<file path="config.mk">
export PLATFORM = sky130hd
export DESIGN_NAME = qual_evt_ctr
export DESIGN_NICKNAME = d
export VERILOG_FILES = /design/src/rtl/evc_pkg.sv /design/src/rtl/evc_qual.sv /design/src/rtl/evc_counter.sv /design/src/rtl/qual_evt_ctr.sv
export SDC_FILE = /design/constraint.sdc
export NUM_CORES = 1
export LEC_CHECK = 0
export BUFFER_PORTS_ARGS = -buffer_cell sky130_fd_sc_hd__buf_4
export CAP_MARGIN = 10
export CORE_ASPECT_RATIO = 0.7
export CORE_MARGIN = 2
export CORE_UTILIZATION = 65
export CTS_BUF_LIST = sky130_fd_sc_hd__clkbuf_8 sky130_fd_sc_hd__clkbuf_16
export CTS_CLUSTER_SIZE = 30
export DETAILED_ROUTE_END_ITERATION = 12
export GPL_TIMING_DRIVEN = 0
export PLACE_DENSITY = 0.88
export SLEW_MARGIN = 20
export SYNTH_ARGS = -nofsm -noshare
export SYNTH_HDL_FRONTEND = slang
export SYNTH_SLANG_ARGS = --single-unit
export TNS_END_PERCENT = 10
</file>
<file path="constraint.sdc">
create_clock -name clk -period 10.15 [get_ports clk]
set_input_delay 0.5075 -clock clk [delete_from_list [all_inputs] [get_ports clk]]
set_output_delay 0.5075 -clock clk [all_outputs]
set_load 0.005 [all_outputs]
</file>
<file path="src/rtl/evc_pkg.sv">
package evc_pkg;
  // Event-select control word, MSB first.
  typedef struct packed {
    logic [7:0] thresh;    // 31:24
    logic       inv;       // 23
    logic       glb_en;    // 22 (meaningful in word 0 only)
    logic       rsvd;      // 21
    logic       irq_en;    // 20
    logic       pin_inc;   // 19
    logic       edge_det;  // 18
    logic       os_en;     // 17
    logic       usr_en;    // 16
    logic [7:0] qual_mask; // 15:8
    logic [7:0] evt_code;  // 7:0
  } evsel_t;

  localparam logic [31:0] RSVD_MASK = 32'h0020_0000;
endpackage

</file>
<file path="src/rtl/evc_qual.sv">
module evc_qual
  import evc_pkg::*;
#(
  parameter int EVW = 4
) (
  input  logic           clk,
  input  logic           rst,
  input  evsel_t         cfg,
  input  logic           run_en,
  input  logic [1:0]     priv,
  input  logic [EVW-1:0] evt,
  output logic [EVW-1:0] inc
);
  localparam int CW = (EVW > 8) ? EVW : 8;

  logic [CW-1:0] evt_x, thr_x;
  logic allow, thr_hit, cond, cond_q, prev_q;

  assign evt_x   = CW'(evt);
  assign thr_x   = CW'(cfg.thresh);
  assign allow   = run_en & ((priv == 2'd0) ? cfg.os_en : cfg.usr_en);
  assign thr_hit = (evt_x >= thr_x);
  assign cond    = (cfg.thresh == 8'd0) ? (evt != '0) : (thr_hit ^ cfg.inv);
  assign cond_q  = cond & allow;

  always_ff @(posedge clk) begin
    if (rst) prev_q <= 1'b0;
    else     prev_q <= cond_q;
  end

  always_comb begin
    if (!allow)                  inc = '0;
    else if (cfg.edge_det)       inc = (cond_q & ~prev_q) ? EVW'(1) : '0;
    else if (cfg.thresh == 8'd0) inc = evt;
    else                         inc = cond ? EVW'(1) : '0;
  end

  // threshold or edge mode never adds more than one
  unit_step_chk: assert property (@(posedge clk) disable iff (rst)
    (cfg.edge_det || cfg.thresh != 8'd0) |-> (inc <= EVW'(1)));
endmodule

</file>
<file path="src/rtl/evc_counter.sv">
module evc_counter #(
  parameter int CTR_W      = 40,
  parameter int EVW        = 4,
  parameter int PIN_STAGES = 2
) (
  input  logic             clk,
  input  logic             rst,
  input  logic [EVW-1:0]   inc,
  input  logic             ld_lo,
  input  logic             ld_hi,
  input  logic [31:0]      wdata,
  input  logic             irq_en,
  input  logic             pin_inc,
  output logic [CTR_W-1:0] cnt,
  output logic             irq,
  output logic             pin
);
  localparam int HW = CTR_W - 32;

  logic [CTR_W:0] sum;
  logic ld, ovf, pulse, tgl;
  logic [PIN_STAGES-1:0] pipe;

  assign ld    = ld_lo | ld_hi;
  assign sum   = {1'b0, cnt} + {{(CTR_W + 1 - EVW){1'b0}}, inc};
  assign ovf   = sum[CTR_W] & ~ld;
  assign pulse = pin_inc ? ((inc != '0) & ~ld) : ovf;
  assign pin   = pipe[PIN_STAGES-1];

  always_ff @(posedge clk) begin
    if (rst) begin
      cnt <= '0;
      irq <= 1'b0;
    end else if (ld) begin
      if (ld_lo) cnt[31:0]      <= wdata;
      if (ld_hi) cnt[CTR_W-1:32] <= wdata[HW-1:0];
      irq <= 1'b0;
    end else begin
      cnt <= sum[CTR_W-1:0];
      if (ovf && irq_en) irq <= 1'b1;
    end
  end

  always_ff @(posedge clk) begin
    if (rst) begin
      tgl  <= 1'b0;
      pipe <= '0;
    end else begin
      tgl  <= tgl ^ pulse;
      pipe <= {pipe[PIN_STAGES-2:0], tgl};
    end
  end

  // request is sticky without a counter write
  irq_hold_chk: assert property (@(posedge clk) disable iff (rst)
    (irq && !ld) |=> irq);
  // a counter write clears the request
  irq_clr_chk: assert property (@(posedge clk) disable iff (rst)
    ld |=> !irq);
  // no increment and no write leaves the count unchanged
  ctr_hold_chk: assert property (@(posedge clk) disable iff (rst)
    (inc == '0 && !ld) |=> $stable(cnt));
endmodule

</file>
<file path="src/rtl/qual_evt_ctr.sv">
module qual_evt_ctr
  import evc_pkg::*;
#(
  parameter int NCTR  = 2,
  parameter int CTR_W = 40,
  parameter int EVW   = 4,
  parameter int AW    = 3
) (
  input  logic                clk,
  input  logic                rst,
  input  logic                wr_en,
  input  logic [AW-1:0]       wr_addr,
  input  logic [31:0]         wr_data,
  input  logic                rd_en,
  input  logic [AW-1:0]       rd_addr,
  output logic [31:0]         rd_data,
  output logic                rd_valid,
  input  logic [NCTR*EVW-1:0] evt_cnt,
  input  logic [1:0]          priv_lvl,
  output logic [NCTR-1:0]     irq,
  output logic [NCTR-1:0]     mon_pin
);
  evsel_t           sel_q [NCTR];
  logic [CTR_W-1:0] cnt   [NCTR];
  logic [31:0]      rd_next;

  for (genvar i = 0; i < NCTR; i++) begin : g_ch
    logic [EVW-1:0] inc;
    logic ld_lo, ld_hi;

    assign ld_lo = wr_en && (wr_addr == AW'(NCTR + 2*i));
    assign ld_hi = wr_en && (wr_addr == AW'(NCTR + 2*i + 1));

    always_ff @(posedge clk) begin
      if (rst) sel_q[i] <= '0;
      else if (wr_en && wr_addr == AW'(i)) sel_q[i] <= evsel_t'(wr_data & ~RSVD_MASK);
    end

    evc_qual #(.EVW(EVW)) u_qual (
      .clk(clk), .rst(rst), .cfg(sel_q[i]), .run_en(sel_q[0].glb_en),
      .priv(priv_lvl), .evt(evt_cnt[i*EVW +: EVW]), .inc(inc));

    evc_counter #(.CTR_W(CTR_W), .EVW(EVW)) u_ctr (
      .clk(clk), .rst(rst), .inc(inc), .ld_lo(ld_lo), .ld_hi(ld_hi),
      .wdata(wr_data), .irq_en(sel_q[i].irq_en), .pin_inc(sel_q[i].pin_inc),
      .cnt(cnt[i]), .irq(irq[i]), .pin(mon_pin[i]));

    // global enable clear freezes every counter not being written
    en_gate_chk: assert property (@(posedge clk) disable iff (rst)
      (!sel_q[0].glb_en && !ld_lo && !ld_hi) |=> $stable(cnt[i]));
  end

  always_comb begin
    rd_next = '0;
    for (int i = 0; i < NCTR; i++) begin
      if (rd_addr == AW'(i))            rd_next = sel_q[i];
      if (rd_addr == AW'(NCTR + 2*i))   rd_next = cnt[i][31:0];
      if (rd_addr == AW'(NCTR + 2*i+1)) rd_next = 32'(cnt[i][CTR_W-1:32]);
    end
  end

  always_ff @(posedge clk) begin
    if (rst) begin
      rd_data  <= '0;
      rd_valid <= 1'b0;
    end else begin
      rd_valid <= rd_en;
      if (rd_en) rd_data <= rd_next;
    end
  end

  // read data is valid exactly one cycle after the request
  rd_lat_chk: assert property (@(posedge clk) disable iff (rst)
    rd_en |=> rd_valid);
endmodule

</file>
Word level (Yosys, flattened, before mapping). Memories as Yosys holds them, arrays and structs flattened. Index checks and enable logic that the tools add are counted.

Bits in writable memories: 62. Flip-flop bits (word level): 123. Memories: 1. Bits of input ports: 52. Output and inout port bits: 37.

Memory list: sel_q (words 2, width 31, rd ports 2, clocked after Yosys merged registers in 0, wr ports 2, RTL line qual_evt_ctr.sv:23) `evsel_t sel_q [NCTR];`.

$add $sub $neg: 2. $lt $le $gt $ge: 2. Bitwise operators: 22. Multiplexer cells: 38. Equal/unequal tests: 14. Reductions and logical operators: 19.

Operator list (number): $mux 32 (8); $add 40x4->41 (2); $mux 40 (2); $mux 31 (2); $mux 4 (6); $mux 1 (18); $ge 4x8->1 (2); $logic_not 8->1 (2); $mux 8 (2); $reduce_bool 4->1 (4); $eq 3x2->1 const B (4); $eq 3x3->1 const B (4); $and 1x1->1 (10); $logic_and 1x1->1 (8); $ne 2x1->1 const B (4); $eq 3x1->1 const B (2); $logic_not 3->1 (2); $not 1->1 (4); $or 1x1->1 (4); $reduce_or 2->1 (2); $xor 1x1->1 (4); $logic_not 2->1 (1).

Depth between registers and ports, before layout. An unclocked memory read counts as a cell.

Word-level depth: 13. Gate-level depth with buffers: 16.

Modules after synthesis. A second synthesis with hierarchy kept.

Cell total of the unflattened synthesis: 1167. Area, all modules: 10432.5 sq um.

By module, submodules not included: qual_evt_ctr (seq. area each 2522.4 sq um, instances 1, area each 4495.6 sq um, cells each 432); evc_counter (g_ch[0].u_ctr) (seq. area each 880.8 sq um, instances 1, area each 2820.2 sq um, cells each 348); evc_counter (g_ch[1].u_ctr) (seq. area each 880.8 sq um, instances 1, area each 2563.7 sq um, cells each 317); evc_qual (seq. area each 20.0 sq um, instances 2, area each 276.5 sq um, cells each 35).

Least setup slack after synthesis. No wires, ideal clock.

Path kind: input port to flip-flop. Start: input port evt_cnt[4]. End: register g_ch[1].u_ctr.cnt[28]. Arrival: 3446 ps. Path buffers: 0. Setup time: 115 ps. Stages: 14. Path slack: 6590 ps. Path through: inv_1 ha_1 nand2b_1 a2111oi_0 or4_1 nand3_1 nor2_1 ha_1 fa_1 a211o_1 and2_1 and4_1 and4_1 a2111oi_0.

Longest elaborated chain between the ends: 10. Elaborated cells on any way between the ends: 13.

Ends and longest elaborated chain: from (decl) (RTL line qual_evt_ctr.sv:18) `input logic [NCTR*EVW-1:0] evt_cnt,`; $ge 4x8->1 (RTL line evc_qual.sv:22) `assign thr_hit = (evt_x >= thr_x);`; $xor 1x1->1 (RTL line evc_qual.sv:23) `assign cond = (cfg.thresh == 8'd0) ? (evt != '0) : (thr_hit ^ cfg.inv);`; $mux 1 (RTL line evc_qual.sv:23); $and 1x1->1 (RTL line evc_qual.sv:24) `assign cond_q = cond & allow;`; $and 1x1->1 (RTL line evc_qual.sv:33) `else if (cfg.edge_det) inc = (cond_q & ~prev_q) ? EVW'(1) : '0;`; $mux 1 (RTL line evc_qual.sv:33); $mux 4 * (RTL line evc_qual.sv:33); $mux 4 * (RTL line evc_qual.sv:32) `if (!allow) inc = '0;`; $add 40x4->41 * (RTL line evc_counter.sv:25) `assign sum = {1'b0, cnt} + {{(CTR_W + 1 - EVW){1'b0}}, inc};`; $mux 40 * (RTL line evc_counter.sv:34) `end else if (ld) begin`; to (signal assigned) (RTL line evc_counter.sv:35) `if (ld_lo) cnt[31:0] <= wdata;`; to (signal, indexed assignment) (RTL line evc_counter.sv:36) `if (ld_hi) cnt[CTR_W-1:32] <= wdata[HW-1:0];`; to (signal assigned) (RTL line evc_counter.sv:39) `cnt <= sum[CTR_W-1:0];`; to (decl) (RTL line evc_counter.sv:14) `output logic [CTR_W-1:0] cnt,`.

Every way passes the cells marked *; elsewhere a longest branch is shown, timed or not. A chain may end at the register's enable or synchronous reset.

==> metrics.cfg <==
[logic_synthesis]
synth.area.top_cells = dfxtp_1, edfxtp_1, nor2_1
synth_top_cell_by_area = dfxtp_1
synth_nets = 1255
ys.flop_type = dfxtp_1
synth-seq-cells = 185
ys_seq_area_frac = 0.4190
synthCells = 1185
syn_avg_cell_area_sq_um = 8.710
netlist_area_sq_mm = 0.01032
yosys_warnings = 0
synth.top_cell.area_share = 0.2386
synth-edff-count = 62
synth.distinct_cells = 71
synthArstFlopShare = 0

[global_route]
gr-total-overflow = 0
grt_max_degree = 24
grt.total_usage = 0.4637
grt_pass1_vias = 9577
grt_antenna_before_repair = 1
grt_pass1_wl_um = 57470

[clock_network]
cts_max_path_buffers = 2
postCtsSetupBuffers = 0
clk_pin_slew_ps = 70
clk_latency_ps = 450
htreeDepth = 4
cts_tree = yes
cts_sinks = 185
cts-resized-gates = 0
clock-root-buffer = clkbuf_16
cts_buffers = 17
cts_hold_buf = 0

[worst_setup_path]
regToRegStartpoint = sel_q[0][27]
cp-startpoint = sel_q[0][27]
cpPeakStageDelay_ps = 990
worstRegToRegCells = 11
cp_cell_sequence = nor4_1 -> nand2_1 -> nor3_1 -> and2_1 -> ha_1 -> a21o_1 -> a211oi_1 -> nor2_1 -> nand3_1 -> mux2_2 -> a21oi_1
critPathKind = reg -> reg
r2r_slack_ps = 5300
required_ps = 10530
worst-path-stages = 11
endpoint = g_ch[0].u_ctr.cnt[27]
critPathCaptureType = register
worst_path_max_delay_cell = nor4_1
arrival_ps = 5240
cp_max_fo = 9
crit_family = simple AND/OR/NAND/NOR gates
start_kind = register
crit_buf_inv = 0
r2r_end = g_ch[0].u_ctr.cnt[27]

[die]
io_pins = 89
fp.coreArea_sq_mm = 0.01550
fp.dieW_um = 154.6
initial_core_util = 0.6659
floorplan.die_area_sq_mm = 0.01692
rows = 38
die_h_um = 109.4

[drt]
routed_wl_um = 38850
drc = 0
drt_iter0_drc = 1871
wl_per_cell_um = 25.86
viasPerCell = 7.098
ant_nets = 0
drt_pass1_iterations = 6
num_vias = 10660

[power]
pwr-share-clk = 0.371
power.density_mw_per_mm2 = 142.5
swShare = 0.2876
p_leak_uw = 0.004350
p_int_uw = 1196
vdd_drop_max_uv = 113.6
seq_power_share = 0.500
comb_power_share = 0.129
p_sw_uw = 482.8

[hold_path]
holdCritPathClass = in -> reg

[timing]
setup_tns_ps = 0
finalCritPeriodShare = 0.4782
fmax_mhz = 206.0
min_period_ps = 4854
tightest_slew_ps = 1150
postLayoutSetupSlackWorst_ps = 5296
setup_viol = 0
hold_viol = 0
finalClockSkew_ps = 10.60
slew_headroom = 0.2262
slew_viol_final = 0
rsz0062_at_grt = no

[placement]
port_buffers = 82
dpl_worst_slack_ps = 5674
dpl.hpwl_um = 29040
gp_congestion = 1.066

[finish]
area_growth_pct = 14.13
seqCellArea_sq_mm = 0.004324
final_cell_mix = nor2_1, dfxtp_1, a21oi_1
multiInputGateArea_sq_mm = 0.005633
final_common_cell = nor2_1
layout-drive-gt1-share = 0.1145
fillers = 1154
nets = 1358

[run_status]
status = complete, no violations

[flow_run]
cap_violations = 0

power by group through the flow:
stage / Combinational [uW] / Clock, uW / Sequential [uW]
floorplan: 114 / 0 / 840
global route: 227 / 644 / 841
finish: 217 / 623 / 839
global placement: 197 / 0 / 851
CTS: 207 / 617 / 836
detailed placement: 205 / 0 / 852
metrics by stage:
stage          std cells  area, sq um  hold slack [ps]    util  power [uW]
3_3_place_gp        1467        11190            418.0  0.7217        1048
5_1_grt             1501        11780            364.6  0.7598        1713
6_report            1502        11780            345.3  0.7600        1679
3_5_place_dp        1469        11250            427.6  0.7257        1058
4_1_cts             1501        11780            341.3  0.7598        1660
2_1_floorplan       1185        10320            413.8       -       954.2
layout make-up:
| cell class | instances | area share |
|---|---|---|
| diodes | 1 | 0.0002124 |
| repair buffers | 84 | 0.05629 |
| multi-input cells | 906 | 0.4782 |
| flip-flops and latches | 185 | 0.3671 |
| clock inverters | 15 | 0.008816 |
| well taps | 200 | 0.02124 |
| clock buffers | 17 | 0.03611 |
| inverters | 16 | 0.005098 |
| plain buffers | 78 | 0.02698 |
worst min-delay path by stage:
stage,endpoint,startpoint,depth (start not counted),slack [ps]
after detailed placement,g_ch[1].u_ctr.pipe[1],g_ch[1].u_ctr.pipe[0],1,430
after floorplan,g_ch[0].u_ctr.pipe[1],g_ch[0].u_ctr.pipe[0],1,410
final,g_ch[0].u_ctr.cnt[21],wr_data[21],3,350
after global placement,g_ch[1].u_ctr.pipe[1],g_ch[1].u_ctr.pipe[0],1,420
after CTS,g_ch[0].u_ctr.cnt[21],wr_data[21],3,340
after global routing,g_ch[0].u_ctr.cnt[21],wr_data[21],3,360
worst reg2reg max path: cells and delay by family (launching register included):
| family | cells | cell delay, ps |
|---|---|---|
| AND/OR/NAND/NOR | 6 | 2600 |
| AO/OA/AOI/OAI | 3 | 1160 |
| flip-flops | 1 | 390 |
| multiplexers | 1 | 360 |
| adder cells (fa/ha/maj) | 1 | 280 |
cell families after synthesis:
family,count (synthesis),share of synthesized area
mux,57,0.05625
fa+ha+maj,18,0.02328
compound gates,304,0.1941
buf+inv,94,0.03661
xor+xnor,15,0.01273
simple gates,512,0.2581
flops,185,0.4190
per-layer routing:
layer | GRT usage | up-vias | routed length, um
met3 | 0.1876 | 175 | 7348
met4 | 0.2335 | 0 | 2031
li1 | - | 4602 | -
met2 | 0.6432 | 936 | 15250
met1 | 0.6264 | 4948 | 14220
met5 | 0 | - | 0
synthesized netlist by cell type, drive strengths merged (3+ instances only):
cell,count
edfxtp,62
a2bb2oi,3
and4,9
a21oi,95
dfxtp,123
nor3,43
xor2,10
a31oi,16
buf,15
a311oi,11
nand2b,9
nor2,157
and3b,3
nand4,17
or3,4
o21ai,38
nor2b,15
o211ai,22
nor4b,6
a2111oi,7
nand2,85
clkbuf,63
xnor2,5
a21o,7
o21bai,10
nand3,35
nor4,16
o21a,7
nand3b,4
o311ai,3
a221oi,5
mux2,8
o31ai,3
ha,16
mux2i,49
a22oi,4
inv,16
and2,76
or4,7
a211oi,55
and3,17
sequential cells by signal, indices dropped and copies added, names as in the netlist:
signal / cells
g_ch.u_qual.prev_q: 2
g_ch.u_ctr.cnt: 80
rd_data: 32
g_ch.u_ctr.pipe: 4
rd_valid: 1
g_ch.u_ctr.tgl: 2
g_ch.u_ctr.irq: 2
sel_q: 62
(Power assumes the default switching activity.)
